===== config.mk =====
export PLATFORM = sky130hd
export DESIGN_NAME = bus_wait_gen
export DESIGN_NICKNAME = d
export VERILOG_FILES = /design/src/rtl/wsg_pkg.sv /design/src/rtl/wsg_cfg_regs.sv /design/src/rtl/wsg_region_map.sv /design/src/rtl/wsg_wait_ctr.sv /design/src/rtl/bus_wait_gen.sv
export SDC_FILE = /design/constraint.sdc
export NUM_CORES = 1
export LEC_CHECK = 0
export ABC_CLOCK_PERIOD_IN_PS = 1800
export BUFFER_PORTS_ARGS = -buffer_cell sky130_fd_sc_hd__buf_2
export CORE_UTILIZATION = 43
export DETAILED_ROUTE_END_ITERATION = 10
export PLACE_DENSITY_LB_ADDON = 0.05
export SKIP_LAST_GASP = 1
export SLEW_MARGIN = 20
export SYNTH_ARGS = -nofsm -noshare
export SYNTH_HDL_FRONTEND = slang
export SYNTH_SLANG_ARGS = --single-unit

===== constraint.sdc =====
create_clock -name clk -period 1.8 [get_ports clk]
set_input_delay 0.36 -clock clk [delete_from_list [all_inputs] [get_ports clk]]
set_output_delay 0.36 -clock clk [all_outputs]
set_load 0.03 [all_outputs]

===== src/rtl/wsg_pkg.sv =====
// Package: shared constants and types of the wait-state generator.
// Assumes five regions whose 3-bit fields sit in order from bit 0 upward,
// with the extended-address select bit just above the last field.
package wsg_pkg;
    localparam int NUM_RGN   = 5;
    localparam int BASE_W    = 3;
    localparam int CNT_W     = BASE_W + 1;
    localparam int CFG_W     = NUM_RGN * BASE_W + 1;
    localparam int ADDR_W    = 23;
    localparam int SPLIT_BIT = 15;

    typedef enum logic [2:0] {
        RG_PROG_LO = 3'd0,
        RG_PROG_HI = 3'd1,
        RG_DATA_LO = 3'd2,
        RG_DATA_HI = 3'd3,
        RG_IO      = 3'd4
    } region_e;

    localparam logic [1:0] SP_PROG = 2'b00;
    localparam logic [1:0] SP_DATA = 2'b01;
endpackage


===== src/rtl/wsg_cfg_regs.sv =====
// Module: configuration and multiplier registers.
// Holds the packed field register and the doubling bit; writes land on the
// rising edge where cfg_wr is high. Assumes a synchronous active-low reset.
module wsg_cfg_regs
    import wsg_pkg::*;
#(
    parameter int N_RGN  = NUM_RGN,
    parameter int FLD_W  = BASE_W,
    localparam int REG_W = N_RGN * FLD_W + 1
) (
    input  logic             clk,
    input  logic             rst_n,
    input  logic             wr,
    input  logic             sel,
    input  logic [REG_W-1:0] wdata,
    output logic [REG_W-1:0] cfg_q,
    output logic             mul_q
);
    localparam logic [REG_W-1:0] CFG_RST = {1'b0, {(REG_W-1){1'b1}}};

    // Field register: reset to maximum counts, loaded on a select-0 write.
    always_ff @(posedge clk) begin
        if (!rst_n) begin
            cfg_q <= CFG_RST;
        end else if (wr && !sel) begin
            cfg_q <= wdata;
        end
    end

    // Multiplier bit: reset to factor 1, loaded from bit 0 on a select-1 write.
    always_ff @(posedge clk) begin
        if (!rst_n) begin
            mul_q <= 1'b0;
        end else if (wr && sel) begin
            mul_q <= wdata[0];
        end
    end

    AST_CFG_HOLD: assert property (@(posedge clk) disable iff (!rst_n)
        !(wr && !sel) |=> $stable(cfg_q));
    AST_MUL_HOLD: assert property (@(posedge clk) disable iff (!rst_n)
        !(wr && sel) |=> $stable(mul_q));
endmodule


===== src/rtl/wsg_region_map.sv =====
// Module: region classifier and effective-count calculation.
// Purely combinational. Splits the field register into per-region counts,
// picks one from the space code and address, and applies the multiplier.
// Assumes the address is at least SPLIT_BIT+1 bits wide.
module wsg_region_map
    import wsg_pkg::*;
#(
    parameter int A_W    = ADDR_W,
    parameter int N_RGN  = NUM_RGN,
    parameter int FLD_W  = BASE_W,
    localparam int REG_W = N_RGN * FLD_W + 1,
    localparam int EFF_W = FLD_W + 1
) (
    input  logic [1:0]       space,
    input  logic [A_W-1:0]   addr,
    input  logic [REG_W-1:0] cfg,
    input  logic             mul,
    output region_e          rgn,
    output logic [EFF_W-1:0] eff_cnt,
    output logic             any_nonzero
);
    logic [FLD_W-1:0] fld [N_RGN];
    logic [N_RGN-1:0] fld_nz;
    logic             xsel;
    logic             prog_hi;
    logic [FLD_W-1:0] base;
    logic             addr_unused;

    assign xsel        = cfg[REG_W-1];
    assign addr_unused = ^addr;

    // Unpack each region's field and flag it when nonzero.
    for (genvar r = 0; r < N_RGN; r++) begin : g_fld
        assign fld[r]    = cfg[r*FLD_W +: FLD_W];
        assign fld_nz[r] = |cfg[r*FLD_W +: FLD_W];
    end

    assign any_nonzero = |fld_nz;

    // Upper-program decision: bit 15 normally, the top address bit when extended.
    assign prog_hi = xsel ? addr[A_W-1] : addr[SPLIT_BIT];

    // Region select from the space code and address bits.
    always_comb begin
        if (space == SP_PROG) begin
            rgn = prog_hi ? RG_PROG_HI : RG_PROG_LO;
        end else if (space == SP_DATA) begin
            rgn = addr[SPLIT_BIT] ? RG_DATA_HI : RG_DATA_LO;
        end else begin
            rgn = RG_IO;
        end
    end

    // Base count of the chosen region, scaled by the multiplier.
    always_comb begin
        base    = fld[rgn];
        eff_cnt = mul ? {base, 1'b0} : {1'b0, base};
    end
endmodule


===== src/rtl/wsg_wait_ctr.sv =====
// Module: wait counter and wait-output sequencer.
// In the request cycle the wait output is formed from the effective count and
// ready; the counter then holds the remaining cycles. The counter register
// only updates while its clock enable is high. Assumes requests are one-cycle
// strobes and that requests during a busy cycle are to be ignored.
module wsg_wait_ctr #(
    parameter int C_W = 4
) (
    input  logic           clk,
    input  logic           rst_n,
    input  logic           req,
    input  logic [C_W-1:0] eff_cnt,
    input  logic           ready,
    input  logic           any_nonzero,
    output logic           bus_wait,
    output logic           cnt_en
);
    logic           busy;
    logic [C_W-1:0] cnt;
    logic           cnt_nz;
    logic           start;

    assign cnt_nz = (cnt != '0);
    assign cnt_en = any_nonzero || cnt_nz;
    assign start  = !busy && req && bus_wait;

    // Wait output: request cycle uses the new count, later cycles the counter.
    always_comb begin
        if (busy) begin
            bus_wait = cnt_nz || !ready;
        end else begin
            bus_wait = req && ((eff_cnt != '0) || !ready);
        end
    end

    // Busy flag: set when an access needs waits, cleared when count and ready allow.
    always_ff @(posedge clk) begin
        if (!rst_n) begin
            busy <= 1'b0;
        end else if (busy) begin
            if (!cnt_nz && ready) begin
                busy <= 1'b0;
            end
        end else if (start) begin
            busy <= 1'b1;
        end
    end

    // Counter: preload remaining waits on start, count down while busy, gated by enable.
    always_ff @(posedge clk) begin
        if (!rst_n) begin
            cnt <= '0;
        end else if (cnt_en) begin
            if (busy) begin
                if (cnt_nz) begin
                    cnt <= cnt - 1'b1;
                end
            end else if (start) begin
                cnt <= (eff_cnt == '0) ? '0 : eff_cnt - 1'b1;
            end
        end
    end

    AST_CNT_STEP: assert property (@(posedge clk) disable iff (!rst_n)
        busy && cnt_nz |=> cnt == $past(cnt) - 1'b1);
    AST_END_ON_READY: assert property (@(posedge clk) disable iff (!rst_n)
        busy && !cnt_nz && ready |=> !busy);
    AST_HOLD_NOT_READY: assert property (@(posedge clk) disable iff (!rst_n)
        busy && !cnt_nz && !ready |=> busy);
    AST_BUSY_NO_RELOAD: assert property (@(posedge clk) disable iff (!rst_n)
        busy && req && cnt_nz |=> cnt == $past(cnt) - 1'b1);
    AST_GATED_FROZEN: assert property (@(posedge clk) disable iff (!rst_n)
        !cnt_en |=> $stable(cnt));
endmodule


===== src/rtl/bus_wait_gen.sv =====
// Module: top of the programmable bus wait-state generator.
// Connects the register block, the region classifier and the wait counter.
// Assumes the bus master holds space and address valid with the request strobe.
module bus_wait_gen
    import wsg_pkg::*;
#(
    parameter int A_W    = ADDR_W,
    localparam int REG_W = NUM_RGN * BASE_W + 1,
    localparam int EFF_W = BASE_W + 1,
    localparam int MAX_EFF = 2 * ((1 << BASE_W) - 1)
) (
    input  logic             clk,
    input  logic             rst_n,
    input  logic             cfg_wr,
    input  logic             cfg_sel,
    input  logic [REG_W-1:0] cfg_wdata,
    input  logic             acc_req,
    input  logic [1:0]       acc_space,
    input  logic [A_W-1:0]   acc_addr,
    input  logic             acc_ready,
    output logic             bus_wait,
    output logic             cnt_clk_en
);
    logic [REG_W-1:0] cfg_q;
    logic             mul_q;
    region_e          rgn;
    logic [EFF_W-1:0] eff_cnt;
    logic             any_nonzero;

    wsg_cfg_regs #(
        .N_RGN (NUM_RGN),
        .FLD_W (BASE_W)
    ) u_regs (
        .clk   (clk),
        .rst_n (rst_n),
        .wr    (cfg_wr),
        .sel   (cfg_sel),
        .wdata (cfg_wdata),
        .cfg_q (cfg_q),
        .mul_q (mul_q)
    );

    wsg_region_map #(
        .A_W   (A_W),
        .N_RGN (NUM_RGN),
        .FLD_W (BASE_W)
    ) u_map (
        .space       (acc_space),
        .addr        (acc_addr),
        .cfg         (cfg_q),
        .mul         (mul_q),
        .rgn         (rgn),
        .eff_cnt     (eff_cnt),
        .any_nonzero (any_nonzero)
    );

    wsg_wait_ctr #(
        .C_W (EFF_W)
    ) u_ctr (
        .clk         (clk),
        .rst_n       (rst_n),
        .req         (acc_req),
        .eff_cnt     (eff_cnt),
        .ready       (acc_ready),
        .any_nonzero (any_nonzero),
        .bus_wait    (bus_wait),
        .cnt_en      (cnt_clk_en)
    );

    AST_EFF_MAX: assert property (@(posedge clk) disable iff (!rst_n)
        acc_req |-> eff_cnt <= EFF_W'(MAX_EFF));
    AST_IO_REGION: assert property (@(posedge clk) disable iff (!rst_n)
        acc_req && acc_space[1] |-> rgn == RG_IO);
    AST_ZERO_NO_WAIT: assert property (@(posedge clk) disable iff (!rst_n)
        acc_req && !any_nonzero && acc_ready && !bus_wait |=> !bus_wait || acc_req);
endmodule


# Word-level counts from Yosys, hierarchy flattened
# Index checks and enable logic that the tools add are counted.
[totals] register_bits=22 input_bits=47 output_inout_bits=2 wordCells=47
[op_classes] add_sub_neg=2 n_lt_le_gt_ge=1 n_eq_ne=2 mux=17 n_bitwise=1 reduce_logical=20
[ops] operator="two-way mux 4 bit" count=5
[ops] operator="OR reduction 15 bit" count=1
[ops] operator="two-way mux 3 bit" count=4
[ops] operator="binary-select mux 3 bit (select 3 bit)" count=1
[ops] operator="nonzero test 4 bit" count=2
[ops] operator="subtractor 4 x 1 -> 4 bit (second input constant)" count=2
[ops] operator="two-way mux 1 bit" count=7
[ops] operator="logical AND 1 bit" count=6
[ops] operator="greater-or-equal comparator 4 bit (second input constant)" count=1
[ops] operator="zero test 1 bit" count=4
[ops] operator="zero test 4 bit" count=1
[ops] operator="NOT 3 -> 4 bit" count=1
[ops] operator="logical OR 1 bit" count=3
[ops] operator="AND reduction 3 bit" count=1
[ops] operator="== test 2 x 1 -> 1 bit (second input constant)" count=1
[ops] operator="zero test 2 bit" count=1
[ops] operator="inequality test 2 bit (second input constant)" count=1
[ops] operator="nonzero test 2 bit" count=1

# Longest topological paths before layout
# Gate-level depths: netlist of run 1.
[logic_depth] depth_word=15 depth_mapped=8 depth_no_buf=8

# By module
# Synthesis of run 1 repeated with hierarchy kept, for this count alone.
[unflattened] cells_unflattened=157 hier_area_um2=1440.1
[by_module_without_submodules] module="wsg_cfg_regs" n_inst=1 cells_per_inst=77 area_each_um2=784.5 seq_area_each_um2=340.3
[by_module_without_submodules] module="wsg_wait_ctr" n_inst=1 cells_per_inst=48 area_each_um2=370.4 seq_area_each_um2=100.1
[by_module_without_submodules] module="wsg_region_map" n_inst=1 cells_per_inst=32 area_each_um2=285.3 seq_area_each_um2=0.0

# Worst setup path after synthesis of run 1
# Ideal clock, no wire load.
[synth_timing] kind="input to output" start="in acc_space[0]" end="out bus_wait" arrival_time_ns=1.725 slack_ns=-0.285 stages=6 n_path_buf=0 cell_sequence="nand2b_1 -> a21o_4 -> nand4bb_4 -> o211ai_4 -> nor3_1 -> o21ai_1"
[synth_between] elab_chain_cells=12 word_cells_on_any_way=13 classes_between="eq/ne: 1; mux: 7; bitwise: 1; reduce/logical: 4"
[synth_rtl] item="start, declared" line_no="bus_wait_gen.sv:18" text="input logic [1:0] acc_space,"
[synth_rtl] item="== test 2 x 1 -> 1 bit" line_no="wsg_region_map.sv:47" text="end else if (space == SP_DATA) begin"
[synth_rtl] item="two-way mux 3 bit" line_no="wsg_region_map.sv:47"
[synth_rtl] item="two-way mux 3 bit (*)" line_no="wsg_region_map.sv:45" text="if (space == SP_PROG) begin"
[synth_rtl] item="NOT 3 -> 4 bit (implied by the code) (*)" line_no="wsg_region_map.sv:56" text="base = fld[rgn];"
[synth_rtl] item="binary-select mux 3 bit (select 3 bit) (*)" line_no="wsg_region_map.sv:56"
[synth_rtl] item="two-way mux 3 bit (implied by the code) (*) (2 in a row)" line_no="wsg_region_map.sv:56"
[synth_rtl] item="two-way mux 4 bit (*)" line_no="wsg_region_map.sv:57" text="eff_cnt = mul ? {base, 1'b0} : {1'b0, base};"
[synth_rtl] item="nonzero test 4 bit (*)" line_no="wsg_wait_ctr.sv:32" text="bus_wait = req && ((eff_cnt != '0) || !ready);"
[synth_rtl] item="logical OR 1 bit (*)" line_no="wsg_wait_ctr.sv:32"
[synth_rtl] item="logical AND 1 bit (*)" line_no="wsg_wait_ctr.sv:32"
[synth_rtl] item="two-way mux 1 bit (*)" line_no="wsg_wait_ctr.sv:29" text="if (busy) begin"
[synth_rtl] item="end, declared" line_no="bus_wait_gen.sv:21" text="output logic bus_wait,"
# Mark *: on every way between the ends. The rest lies on a longest branch, timed or not. The select of a mux whose other input is x is not followed.

# Worst setup path after layout of run 1
[layout_timing] start="reg u_regs.cfg_q[15]" end="out bus_wait"
[layout_between] elab_chain_cells=12
[layout_rtl] item="start, declared" line_no="wsg_cfg_regs.sv:16" text="output logic [REG_W-1:0] cfg_q,"
[layout_rtl] item="start signal, assigned" line_no="wsg_cfg_regs.sv:26" text="cfg_q <= wdata;"
[layout_rtl] item="two-way mux 1 bit" line_no="wsg_region_map.sv:41" text="assign prog_hi = xsel ? addr[A_W-1] : addr[SPLIT_BIT];"
[layout_rtl] item="two-way mux 1 bit" line_no="wsg_region_map.sv:46" text="rgn = prog_hi ? RG_PROG_HI : RG_PROG_LO;"
[layout_rtl] item="two-way mux 3 bit" line_no="wsg_region_map.sv:45"
[layout_rtl] item="NOT 3 -> 4 bit (implied by the code)" line_no="wsg_region_map.sv:56"
[layout_rtl] item="binary-select mux 3 bit (select 3 bit)" line_no="wsg_region_map.sv:56"
[layout_rtl] item="two-way mux 3 bit (implied by the code) (2 in a row)" line_no="wsg_region_map.sv:56"
[layout_rtl] item="two-way mux 4 bit" line_no="wsg_region_map.sv:57"
[layout_rtl] item="nonzero test 4 bit" line_no="wsg_wait_ctr.sv:32"
[layout_rtl] item="logical OR 1 bit" line_no="wsg_wait_ctr.sv:32"
[layout_rtl] item="logical AND 1 bit" line_no="wsg_wait_ctr.sv:32"
[layout_rtl] item="two-way mux 1 bit" line_no="wsg_wait_ctr.sv:29"
# Every way passes these cells. The select of a mux whose other input is x is not followed.

==> reports/results.ini, run 1 <==
[outcome]
status = finished, violations left
failed_checks = design-rule violations, negative setup slack

[clock_tree]
clock_sinks = 22
numCtsBuffers = 3
clk_pin_slew_ps = 130
worstSkewPairLatency_ps = 300
root_buffer = clkbuf_4
cts_tree = yes
ctsHoldBuffers = 0
cts-htree-levels = 1
clk_path_buf_depth = 2

[setup_path]
path_cells = mux2i_4 > mux2i_2 > o221a_4 > o211ai_4 > nor3_4 > o21ai_4 > clkbuf_4
end_kind = primary output
rrSetupSlack_ps = -310
cp.buffers_inverters = 1
crit_arrival_ps = 1940
timing.rr.end = u_ctr.cnt[0]
cp_max_fo = 3
critPathLaunchType = flip-flop
cp_top_family = multiplexers
worst_path_max_delay_cell = dfxtp_4
cp.depth = 7
r2r_start = u_regs.cfg_q[15]
rr_worst_depth = 9
startpoint = u_regs.cfg_q[15]
critPathKind = flip-flop to primary output
crit_required_ps = 1440
critPathMaxStageDelay_ps = 400
critPathCapture = bus_wait

[global_routing]
antenna_found_initial = 0
grt_max_degree = 26
grt-ovfl-total = 0
grt_pass1_wl_um = 5240
grt_pass1_vias = 1236
grt_usage = 0.205

[worst_hold_path]
hold_class = input pin to flip-flop
hold_path_depth = 3

[pwr]
ir_worst_vdd_uv = 391
cellPowerDensity_nw_per_um2 = 687
total_power_mw = 1.21
power_leakage_nw = 0.777

[cells_and_area]
finalNetCount = 252
area_delta_synth_final_pct = 35.2
final_cell_mix = nand2_1, buf_2, buf_4, dfxtp_1, nand3_1
diodes = 0
fill_cells = 268
final_common_cell = nand2_1
finalInstanceArea_um2 = 1760
drive_gt1_frac = 0.429

[yosys]
synth_xor_area_frac = 0.00672
synth.area.mux_share = 0.0423
synth-compound-area-share = 0.254
yosys.area_share.simple = 0.311
synth-seq-cells = 22
synth_edf_count = 0
synth_fp_nets = 204
yosysUniqueCellTypes = 48
synthArstFlopShare = 0
netlist_area_um2 = 1300
synthAdderAreaFrac = 0.00961
synth.avg_cell_area_um2 = 8.35
synth_top_family_by_area = simple AND/OR/NAND/NOR gates
synthCells = 156
synthFlopType = dfxtp_1
yosys_warnings = 0
yosysSeqAreaShare = 0.338

[drt]
post_drt_wl_per_cell_um = 13.2
vias = 1246
initialDrtViolationCount = 34
drt_wl_total_um = 3080
first_pass_iters = 7
drc_errors = 2
viasPerCell = 5.32
final_antenna_net_count = 0

[placed_design]
gp_congestion = 0.819
place_area_um2 = 1630
io_buffer_count = 27
hpwl_um = 2430

[die]
rows = 19
die_w_um = 57.0
initial_core_util = 0.464
core_um2 = 2810
pin_count = 49
die_h_um = 57.0
dieArea_um2 = 3250

[timing]
fin_crit_sh = 1.28
rsz0062_at_grt = true
slew_headroom = 0.664
finalHoldViolations = 0
fin_setup_tns_ps = -1980
clock-skew-final_ps = 5.21
worst_slew_pin_slew_ps = 504
min_period_ps = 2300
setup_ws_ps = -500
slew_viol_final = 0
finalSetupViolations = 6
max_freq_ghz = 0.435

[run]
maxCapViolCount = 0

-- cell type report --
cell class | instances | area, um2 | share of cell area
Sequential cell | 22 | 447 | 0.254
Clock buffer | 4 | 26.3 | 0.0149
Inverter | 8 | 30.0 | 0.0171
Tap cell | 31 | 38.8 | 0.0220
Multi-Input combinational cell | 121 | 913 | 0.519
Timing Repair Buffer | 48 | 305 | 0.173
-- synthesized netlist by cell type (2+ instances only) --
cell	n	area, um2
a21boi_0	2	15.0
a21o_1	2	15.0
a21oi_1	2	10.0
a31oi_1	2	12.5
clkbuf_1	4	15.0
dfxtp_1	22	440
inv_1	7	26.3
mux2i_1	3	30.0
nand2_1	45	169
nand2b_1	3	18.8
nand3_1	15	75.1
nor2_1	2	7.51
nor2b_1	2	12.5
nor3_1	3	15.0
nor4_1	3	18.8
o211ai_1	3	22.5
o21ai_1	4	20.0
o221ai_1	2	17.5
-- logic make-up (layout without fill, tap and decap cells) --
kind of cell,count (synthesis),after routing
adders and majority gates,1,1
muxes,5,5
and+or+nand+nor,82,82
xor gates and xnor gates,1,1
AOI/OAI and AO/OA,32,32
DFF,22,22
buffers and inverters,13,60
-- registers in the layout, indices dropped and copies added, names as in the netlist --
signal,flops
u_regs.cfg_q,16
u_ctr.cnt,4
u_ctr.busy,1
u_regs.mul_q,1
-- how the worst min path moves through the flow --
stage          slack (ps)                to             start
5_1_grt               250  u_regs.cfg_q[11]     cfg_wdata[11]
6_report              250   u_regs.cfg_q[4]      cfg_wdata[4]
3_3_place_gp          470  u_regs.cfg_q[10]  u_regs.cfg_q[10]
4_1_cts               250   u_regs.cfg_q[5]      cfg_wdata[5]
2_1_floorplan         450   u_regs.cfg_q[8]   u_regs.cfg_q[8]
3_5_place_dp          480  u_regs.cfg_q[11]  u_regs.cfg_q[11]
-- where the power goes --
part           internal (mW)  leakage (nW)  switching (mW)
registers              0.530         0.182          0.0382
logic                  0.201         0.580           0.205
clock network         0.0863        0.0150           0.149
total                  0.817         0.777           0.393
-- worst register-to-register path: cells and delay by family, from the launching register on --
family | cells | cell delay [ps]
compound gates | 5 | 840
mux | 2 | 530
buf+inv | 2 | 260
flops | 1 | 400
-- through the flow --
stage | hold slack (ps) | cells | utilization | setup WS (ps)
6_report | 251 | 234 | 0.628 | -500
5_1_grt | 254 | 234 | 0.628 | -578
4_1_cts | 247 | 233 | 0.615 | -524
3_5_place_dp | 478 | 227 | 0.583 | -330
3_3_place_gp | 475 | 227 | 0.583 | -313
2_1_floorplan | 449 | 156 | - | -20.4
-- metal layers --
metal | track usage | share of wire
met1 | 0.251 | 0.44
met4 | 0.0732 | 0.014
met2 | 0.373 | 0.52
met5 | 0 | 0
met3 | 0.0204 | 0.024
-- timing repair --
action                                  in CTS  in global routing
setup buffers                                3                  1
endpoints found under the setup margin       6                  6
resized for setup                           13                  6
endpoints found under the hold margin        0                  0
pin swaps                                    6                  3
Note: power is estimated with default switching activity, not from simulation.
==> run 2: changes to the inputs <==
--- a/config.mk
+++ b/config.mk
@@ -7,7 +7,9 @@
 export LEC_CHECK = 0
 export ABC_CLOCK_PERIOD_IN_PS = 1800
 export BUFFER_PORTS_ARGS = -buffer_cell sky130_fd_sc_hd__buf_2
-export CORE_UTILIZATION = 43
+export CELL_PAD_IN_SITES_DETAIL_PLACEMENT = 0
+export CELL_PAD_IN_SITES_GLOBAL_PLACEMENT = 1
+export CORE_UTILIZATION = 31
 export DETAILED_ROUTE_END_ITERATION = 10
 export PLACE_DENSITY_LB_ADDON = 0.05
 export SKIP_LAST_GASP = 1
==> reports/results.ini, run 2 (synthesis gave the netlist of run 1 again) <==
[clock_tree]
cts_tree = yes
clk_pin_slew_ps = 80
root_buffer = clkbuf_8
numCtsBuffers = 3
cts-htree-levels = 1
clk_path_buf_depth = 2
ctsHoldBuffers = 0
clock_sinks = 22
worstSkewPairLatency_ps = 260

[placed_design]
placedCellCount = 250
gp_congestion = 0.705
post-place-ws_ps = -355
hpwl_um = 2510
io_buffer_count = 27
place_area_um2 = 1690

[drt]
vias = 1240
drt_wl_total_um = 3290
post_drt_wl_per_cell_um = 12.8
initialDrtViolationCount = 55
viasPerCell = 4.82
drc_errors = 0
final_antenna_net_count = 0
first_pass_iters = 4

[timing]
rsz0062_at_grt = true
finalHoldViolations = 0
slew_headroom = 0.662
max_freq_ghz = 0.443
finalSetupViolations = 6
setup_ws_ps = -459
min_period_ps = 2260
fin_setup_tns_ps = -2320
clock-skew-final_ps = 0.979
worst_slew_pin_slew_ps = 507
fin_crit_sh = 1.25
slew_viol_final = 0
hold_ws_ps = 297

[run]
maxCapViolCount = 0

[die]
die_h_um = 66.8
die_w_um = 66.8
pin_count = 49
rows = 23
dieArea_um2 = 4460
core_um2 = 4030
initial_core_util = 0.323

[cells_and_area]
post-route-util = 0.454
diodes = 0
final_common_cell = nand2_1
finalInstanceArea_um2 = 1830
fill_cells = 442
finalNetCount = 256
drive_gt1_frac = 0.411
multi_input_area_um2 = 882
final_cells = 257
final_cell_mix = nand2_1, buf_2, buf_4, dfxtp_1, nand3_1
reg_top3 = u_regs.cfg_q x16, u_ctr.cnt x4
area_delta_synth_final_pct = 40.5
regMostFlops = u_regs.cfg_q
seq_area_um2 = 445
largest_reg_flops = 16

[setup_path]
critPathMaxStageDelay_ps = 380
worst_path_max_delay_cell = dfxtp_4
path_cells = mux2i_4 > mux2i_2 > o221a_4 > o211ai_4 > nor3_4 > o21ai_4 > clkbuf_4
critPathKind = flip-flop to primary output
cp_max_fo = 3
end_kind = primary output
crit_arrival_ps = 1900
crit_required_ps = 1440
critPathLaunchType = flip-flop

[global_routing]
grt_pass1_vias = 1213
grt_max_degree = 26
grt_pass1_wl_um = 5510
grt_usage = 0.166
grt-ovfl-total = 0
antenna_found_initial = 0

[worst_hold_path]
hold_class = input pin to flip-flop

[outcome]
failed_checks = negative setup slack
status = finished, violations left

[pwr]
power_leakage_nw = 0.817
total_power_mw = 1.44
ir_worst_vdd_uv = 339
cellPowerDensity_nw_per_um2 = 789

[run 2: routing by layer]
metal | global-route usage | wire length, um
met5 | 0 | 0
met4 | 0.0479 | 19
met3 | 0.0291 | 121
met2 | 0.270 | 1460
met1 | 0.220 | 1690
[run 2: where the power goes]
part           switching, mW  internal [mW]
combinational          0.205          0.206
sequential            0.0360          0.529
clock                  0.171          0.297
[run 2: path summary, 6_finish.rpt]
path                       to  cells after the start  slack (ps)             start
max                  bus_wait                      7        -460  u_regs.cfg_q[15]
min           u_regs.cfg_q[9]                      3         300      cfg_wdata[9]
max reg2reg      u_ctr.cnt[0]                     10        -420  u_regs.cfg_q[15]
min reg2reg  u_regs.cfg_q[11]                      2         490  u_regs.cfg_q[11]
[run 2: repair_timing]
item / in CTS / in global routing
pin swaps: 3 / 1
setup endpoints to repair: 6 / 6
hold endpoints to repair: 0 / 0
resized for setup: 7 / 6
setup buffers: 2 / 1
[run 2: area by class of cell]
cell class | instances | share of cell area
multi-input cells | 121 | 0.482
flip-flops and latches | 22 | 0.243
repair buffers | 52 | 0.185
well taps | 50 | 0.0342
clock buffers | 3 | 0.0226
clock inverters | 1 | 0.0164
inverters | 8 | 0.0164
[run 2: critical path, delay by kind of cell (launching register included)]
family,cells,cell delay [ps]
multiplexers,2,520
AO/OA/AOI/OAI,3,390
flip-flops,1,380
buffers and inverters,1,180
AND/OR/NAND/NOR,1,160
